==> src/rtl/pwm_bank_pkg.sv <==
package pwm_bank_pkg;
  // Register map (byte addresses) and control-word field positions
  localparam int unsigned CTRL_OFFS = 32'h40;
  localparam int unsigned EN_POS    = 9;
  localparam int unsigned PSLO_POS  = 0;
  localparam int unsigned PSHI_POS  = 11;
  localparam int unsigned CH_STRIDE = 4;
endpackage

==> src/rtl/pwm_bank_regs.sv <==
module pwm_bank_regs
  import pwm_bank_pkg::*;
#(
  parameter int NUM_CH = 4,
  parameter int CNT_W  = 8,
  parameter int PS_W   = 8,
  parameter int ADDR_W = 7,
  parameter int DATA_W = 32
) (
  input  logic                           clk,
  input  logic                           rst_n,
  input  logic                           wr_en,
  input  logic [ADDR_W-1:0]              wr_addr,
  input  logic [DATA_W-1:0]              wr_data,
  output logic                           en_o,
  output logic [PS_W-1:0]                ps_stage_o,
  output logic [NUM_CH-1:0][CNT_W-1:0]   duty_stage_o
);
  localparam int HALF = PS_W / 2;
  localparam logic [ADDR_W-1:0] CTRL_A = ADDR_W'(CTRL_OFFS);

  logic              ctrl_hit;
  logic [NUM_CH-1:0] duty_hit;
  logic              any_hit;

  assign ctrl_hit = wr_en && (wr_addr == CTRL_A);
  assign any_hit  = ctrl_hit || (|duty_hit);

  always_ff @(posedge clk or negedge rst_n) begin
    if (!rst_n) begin
      en_o       <= 1'b0;
      ps_stage_o <= '0;
    end else if (ctrl_hit) begin
      en_o       <= wr_data[EN_POS];
      ps_stage_o <= {wr_data[PSHI_POS +: HALF], wr_data[PSLO_POS +: HALF]};
    end
  end

  for (genvar c = 0; c < NUM_CH; c++) begin : g_duty
    localparam logic [ADDR_W-1:0] DUTY_A = ADDR_W'(CH_STRIDE * c);
    assign duty_hit[c] = wr_en && (wr_addr == DUTY_A);
    always_ff @(posedge clk or negedge rst_n) begin
      if (!rst_n)           duty_stage_o[c] <= '0;
      else if (duty_hit[c]) duty_stage_o[c] <= wr_data[CNT_W-1:0];
    end
  end

  // a write that decodes to nothing leaves all staged settings alone
  assert_ignore_unmapped_R9: assert property (@(posedge clk) disable iff (!rst_n)
    (wr_en && !any_hit) |=> ($stable(en_o) && $stable(ps_stage_o) && $stable(duty_stage_o)));
endmodule

==> src/rtl/pwm_bank_timebase.sv <==
module pwm_bank_timebase #(
  parameter int CNT_W = 8,
  parameter int PS_W  = 8
) (
  input  logic             clk,
  input  logic             rst_n,
  input  logic             en_i,
  input  logic [PS_W-1:0]  ps_stage_i,
  output logic             run_o,
  output logic [CNT_W-1:0] frame_o,
  output logic             load_o
);
  localparam logic [CNT_W-1:0] FRAME_LAST = '1;

  logic [PS_W-1:0] ps_act;
  logic [PS_W-1:0] ps_cnt;
  logic            tick;
  logic            wrap;

  assign tick   = run_o && (ps_cnt == ps_act);
  assign wrap   = tick && (frame_o == FRAME_LAST);
  assign load_o = !run_o || wrap;

  always_ff @(posedge clk or negedge rst_n) begin
    if (!rst_n) run_o <= 1'b0;
    else        run_o <= en_i;
  end

  always_ff @(posedge clk or negedge rst_n) begin
    if (!rst_n)      ps_act <= '0;
    else if (load_o) ps_act <= ps_stage_i;
  end

  always_ff @(posedge clk or negedge rst_n) begin
    if (!rst_n)      ps_cnt <= '0;
    else if (!run_o) ps_cnt <= '0;
    else if (tick)   ps_cnt <= '0;
    else             ps_cnt <= ps_cnt + 1'b1;
  end

  always_ff @(posedge clk or negedge rst_n) begin
    if (!rst_n)      frame_o <= '0;
    else if (!run_o) frame_o <= '0;
    else if (tick)   frame_o <= frame_o + 1'b1;
  end

  assert_ps_bound_R2: assert property (@(posedge clk) disable iff (!rst_n)
    run_o |-> (ps_cnt <= ps_act));
  assert_frame_wrap_R2: assert property (@(posedge clk) disable iff (!rst_n)
    wrap |=> (frame_o == '0));
  assert_frame_hold_R2: assert property (@(posedge clk) disable iff (!rst_n)
    (run_o && !tick) |=> ((frame_o == $past(frame_o)) || !run_o));
  assert_ps_shadow_R8: assert property (@(posedge clk) disable iff (!rst_n)
    (run_o && !wrap) |=> $stable(ps_act));
endmodule

==> src/rtl/pwm_bank_channel.sv <==
module pwm_bank_channel #(
  parameter int CNT_W = 8
) (
  input  logic             clk,
  input  logic             rst_n,
  input  logic             run_i,
  input  logic             load_i,
  input  logic [CNT_W-1:0] frame_i,
  input  logic [CNT_W-1:0] duty_stage_i,
  output logic             pwm_o
);
  localparam logic [CNT_W-1:0] DUTY_FULL = '1;

  logic [CNT_W-1:0] duty_act;

  always_ff @(posedge clk or negedge rst_n) begin
    if (!rst_n)      duty_act <= '0;
    else if (load_i) duty_act <= duty_stage_i;
  end

  // Output is registered so a compare settling mid-cycle never reaches the pin
  always_ff @(posedge clk or negedge rst_n) begin
    if (!rst_n) pwm_o <= 1'b0;
    else        pwm_o <= run_i && (frame_i <= duty_act);
  end

  assert_full_high_R5: assert property (@(posedge clk) disable iff (!rst_n)
    (run_i && duty_act == DUTY_FULL) |=> pwm_o);
  assert_zero_pulse_R4: assert property (@(posedge clk) disable iff (!rst_n)
    (run_i && duty_act == '0 && frame_i != '0) |=> !pwm_o);
  assert_duty_shadow_R8: assert property (@(posedge clk) disable iff (!rst_n)
    !load_i |=> $stable(duty_act));
endmodule

==> src/rtl/pwm_bank.sv <==
module pwm_bank #(
  parameter int NUM_CH = 4,
  parameter int CNT_W  = 8,
  parameter int PS_W   = 8,
  parameter int ADDR_W = 7,
  parameter int DATA_W = 32
) (
  input  logic              clk,
  input  logic              rst_n,
  input  logic              wr_en,
  input  logic [ADDR_W-1:0] wr_addr,
  input  logic [DATA_W-1:0] wr_data,
  output logic [NUM_CH-1:0] pwm_out
);
  logic                         en;
  logic [PS_W-1:0]              ps_stage;
  logic [NUM_CH-1:0][CNT_W-1:0] duty_stage;
  logic                         run;
  logic [CNT_W-1:0]             frame;
  logic                         load;

  pwm_bank_regs #(
    .NUM_CH(NUM_CH), .CNT_W(CNT_W), .PS_W(PS_W), .ADDR_W(ADDR_W), .DATA_W(DATA_W)
  ) u_regs (
    .clk(clk), .rst_n(rst_n), .wr_en(wr_en), .wr_addr(wr_addr), .wr_data(wr_data),
    .en_o(en), .ps_stage_o(ps_stage), .duty_stage_o(duty_stage)
  );

  pwm_bank_timebase #(.CNT_W(CNT_W), .PS_W(PS_W)) u_tb (
    .clk(clk), .rst_n(rst_n), .en_i(en), .ps_stage_i(ps_stage),
    .run_o(run), .frame_o(frame), .load_o(load)
  );

  for (genvar c = 0; c < NUM_CH; c++) begin : g_ch
    pwm_bank_channel #(.CNT_W(CNT_W)) u_ch (
      .clk(clk), .rst_n(rst_n), .run_i(run), .load_i(load), .frame_i(frame),
      .duty_stage_i(duty_stage[c]), .pwm_o(pwm_out[c])
    );
  end

  assert_off_low_R6: assert property (@(posedge clk) disable iff (!rst_n)
    !run |=> (pwm_out == '0));
  assert_reset_off_R1: assert property (@(posedge clk) disable iff (!rst_n)
    (!en && !run) |=> !run);
endmodule

==> config.mk <==
export PLATFORM = sky130hd
export DESIGN_NAME = pwm_bank
export DESIGN_NICKNAME = d
export VERILOG_FILES = /design/src/rtl/pwm_bank_pkg.sv /design/src/rtl/pwm_bank_regs.sv /design/src/rtl/pwm_bank_timebase.sv /design/src/rtl/pwm_bank_channel.sv /design/src/rtl/pwm_bank.sv
export SDC_FILE = /design/constraint.sdc
export NUM_CORES = 1
export LEC_CHECK = 0
export BUFFER_PORTS_ARGS = -buffer_cell sky130_fd_sc_hd__buf_2
export CELL_PAD_IN_SITES_DETAIL_PLACEMENT = 0
export CELL_PAD_IN_SITES_GLOBAL_PLACEMENT = 1
export CORE_ASPECT_RATIO = 1.75
export CORE_UTILIZATION = 53
export CTS_BUF_LIST = sky130_fd_sc_hd__clkbuf_4 sky130_fd_sc_hd__clkbuf_8
export DETAILED_ROUTE_END_ITERATION = 10
export HOLD_SLACK_MARGIN = 0.02
export PLACE_DENSITY_LB_ADDON = 0.12
export SLEW_MARGIN = 0
export SYNTH_ARGS = -nofsm -noshare
export SYNTH_HDL_FRONTEND = slang
export SYNTH_HIERARCHICAL = 1
export SYNTH_SLANG_ARGS = --single-unit
==> constraint.sdc <==
create_clock -name clk -period 5.31 [get_ports clk]
set_clock_uncertainty 0.2 [all_clocks]
set_input_delay 0.531 -clock clk [delete_from_list [all_inputs] [get_ports clk]]
set_output_delay 0.531 -clock clk [all_outputs]
set_load 0.005 [all_outputs]
==> metrics <==
status=completed; fill count=771; Synth Flop Type=dfrtp_1; global route overflow=0; initial antenna violation count=0; Fmax achieved=0.336 GHz; syn avg cell area=11.6 um^2; Bufs on Longest Clock Path=2; Storage cell area=2550 um^2; cell taking the most area after synthesis=dfrtp_1; number of diodes=0; crit share post-route=56.1%; Pleak=2.56 nW; hold path depth=2; multi-input logic area=2150 um^2; kind of critical path=flop to flop; layout cell share with drive strength beyond 1=22.9%; top cell type's share of synthesized area=52.3%; number of cells upsized or downsized after cts=0; number of CTS-inserted buffers=9; DRC viols=0; via count=3,210; register clock-pin slew on the reported worst setup and hold paths=0.10 ns; Avg WL per Cell=16.8 um; Post-CTS Hold Buffers=1; Fin Setup TNS=0 ns; Worst Path Arrival=3.04 ns; worst endpoint required time=5.37 ns; R2R cell count=5; count leader, synth=dfrtp_1; postcts setup bufs=0; GRT Overall Usage=22.9%; vias in the first global route=3,234; Inst Count DP=561; Clock Latency Late Sink=0.37 ns; num ports=46; final RePlAce weighted congestion=0.801; pre-CTS WS=2.35 ns; flop and latch count out of synthesis=102; clock tree sinks=102; final setup margin=2.33 ns; cell row count=46; startpoint type of the worst setup path=flop; post-route insts no fill=578; synth unique cells=37; clock root buffer=clkbuf_8; post-layout util=60.2%; Post-Syn Area=4880 um^2; unrepaired setup endpoints after global routing=no; Least-Margin Pin Slew=0.976 ns; hpwl dp=6730 um; Area Growth Syn to Fin=10.6%; CP max FO=60; Max-slew headroom=34.9%; Initial DRT Pass Iterations=5; EDFF count, synth=0; Tmin final=2.98 ns; critical path, cell by cell=xnor2_1, nand4_1, o31ai_4, buf_4, mux2_2; Synthesized Nets=498; Routed WL=9700 um; # nets final=529; Synth Warn #=6; HP Class=input port to flop; final hold vios=0; first-pass GRT wire length=16,000 um; Synth top cells by count=dfrtp_1, mux2_2, nand2_1; top post-synthesis cells by area=dfrtp_1, mux2_2, ha_1; CP endpoint kind=flop; CORE AREA=8980 um^2; Slew Limit Fails=0; H-tree levels=3; largest net degree at the start of global routing=79; die area=9610 um^2; Max IR drop VDD=210 uV; final setup fails=0; power density cells=312 nW/um^2; highest-delay cell along the critical path=buf_4; Max Cap Viol=0; Async SR Flop Fraction=100%; die height=129 um; CP max stage delay=0.58 ns; DRT antenna net count=0; die width=74.6 um; I/O Buffers=26; TritonCTS clock tree=yes; Seq/Total Area, Yosys=52.3%; vias per cell=5.55; initial core utilization=54.4%; Iter 0 DRT Violations=124; Synth Instances=422
-- routing by layer --
| metal | up-vias | GRT usage (%) | wire length [um] | share of wire (%) |
|---|---|---|---|---|
| met5 | - | 0 | 0 | 0 |
| met4 | 0 | 10.2 | 240 | 2.5 |
| met3 | 20 | 4.86 | 270 | 2.8 |
| met2 | 73 | 37.7 | 5020 | 52 |
| met1 | 1573 | 28.4 | 4160 | 43 |
| li1 | 1544 | - | - | - |
-- area by class of cell --
cell class / instances / area share (%)
Clock buffer: 10 / 2.55
Clock inverter: 6 / 2.18
Inverter: 35 / 2.43
Multi-Input combinational cell: 275 / 39.7
Timing Repair Buffer: 30 / 3.06
Sequential cell: 102 / 47.3
Tap cell: 120 / 2.78
-- layout by cell type, fill, tap and decap left out, types with 2 or more instances in the layout --
cell type	count
and3_1	2
dfrtp_1	102
nor2b_1	5
xnor2_1	9
nand2_1	36
o41ai_1	2
nand2b_1	9
nor2_1	14
a211oi_1	4
nand4b_2	2
buf_4	4
nand4_2	2
and4_1	3
buf_2	25
o311ai_0	2
mux2_2	53
o31ai_1	5
o21bai_1	4
o21ai_0	34
nor4_1	2
clkbuf_8	10
bufinv_16	3
nand3_1	15
xor2_1	5
mux2i_1	3
inv_1	35
or3_1	4
ha_1	34
a21oi_1	11
nand4_1	8
-- state kept, by name (all words and copies together) (netlist names) --
name and flops:
u_regs/duty_stage_o 32, g_ch.u_ch/duty_act 32, g_ch.u_ch/pwm_o 4, u_tb/ps_act 8, u_regs/ps_stage_o 8, u_tb/frame_o 8
u_tb/ps_cnt 8, u_tb/run_o 1, u_regs/en_o 1
-- cell families after synthesis --
kind of cell,count (synthesis),synth area share [%]
DFF,102,52.3
adders and majority gates,34,8.71
and+or+nand+nor,107,12.0
buffers and inverters,45,3.74
muxes,56,12.8
AOI/OAI and AO/OA,64,7.87
xor gates and xnor gates,14,2.51
-- stage by stage --
| step | instance area [um^2] | power, W | hold WS (ns) |
|---|---|---|---|
| final | 5400 | 0.00169 | 0.181 |
| after global routing | 5400 | 0.00178 | 0.151 |
| after CTS | 5400 | 0.00171 | 0.159 |
| after detailed placement | 5140 | 0.00110 | 0.162 |
| after global placement | 5140 | 0.00109 | 0.157 |
| after floorplan | 4880 | 0.00102 | 0.0354 |
-- where the power goes --
group | switching [W] | total (W) | internal [W] | leakage [nW]
logic | 0.000131 | 0.000221 | 0.0000906 | 1.04
clock network | 0.000271 | 0.000600 | 0.000330 | 0.125
registers | 0.0000291 | 0.000865 | 0.000836 | 1.39
-- worst max-delay path: cells and delay by family (launching register included) --
| kind | cells | cell delay, ns |
|---|---|---|
| AOI/OAI and AO/OA | 1 | 0.52 |
| xor gates and xnor gates | 1 | 0.23 |
| buffers and inverters | 1 | 0.58 |
| DFF | 1 | 0.44 |
| muxes | 1 | 0.41 |
| and+or+nand+nor | 1 | 0.48 |
-- final timing paths --
path                            slack [ns]           start                        to
worst min-delay path                  0.18     wr_data[12]      u_regs/ps_stage_o[5]
min in group asynchronous             0.40           rst_n           u_tb/frame_o[3]
worst max-delay path                  2.33  u_tb/ps_cnt[5]  g_ch[3].u_ch/duty_act[0]
worst max register to register        2.33  u_tb/ps_cnt[5]  g_ch[3].u_ch/duty_act[0]
worst min register to register        0.18     u_regs/en_o                u_tb/run_o
max in group asynchronous             3.23           rst_n   u_regs/duty_stage_o[13]
No activity file was read; power rests on OpenSTA's default activity.
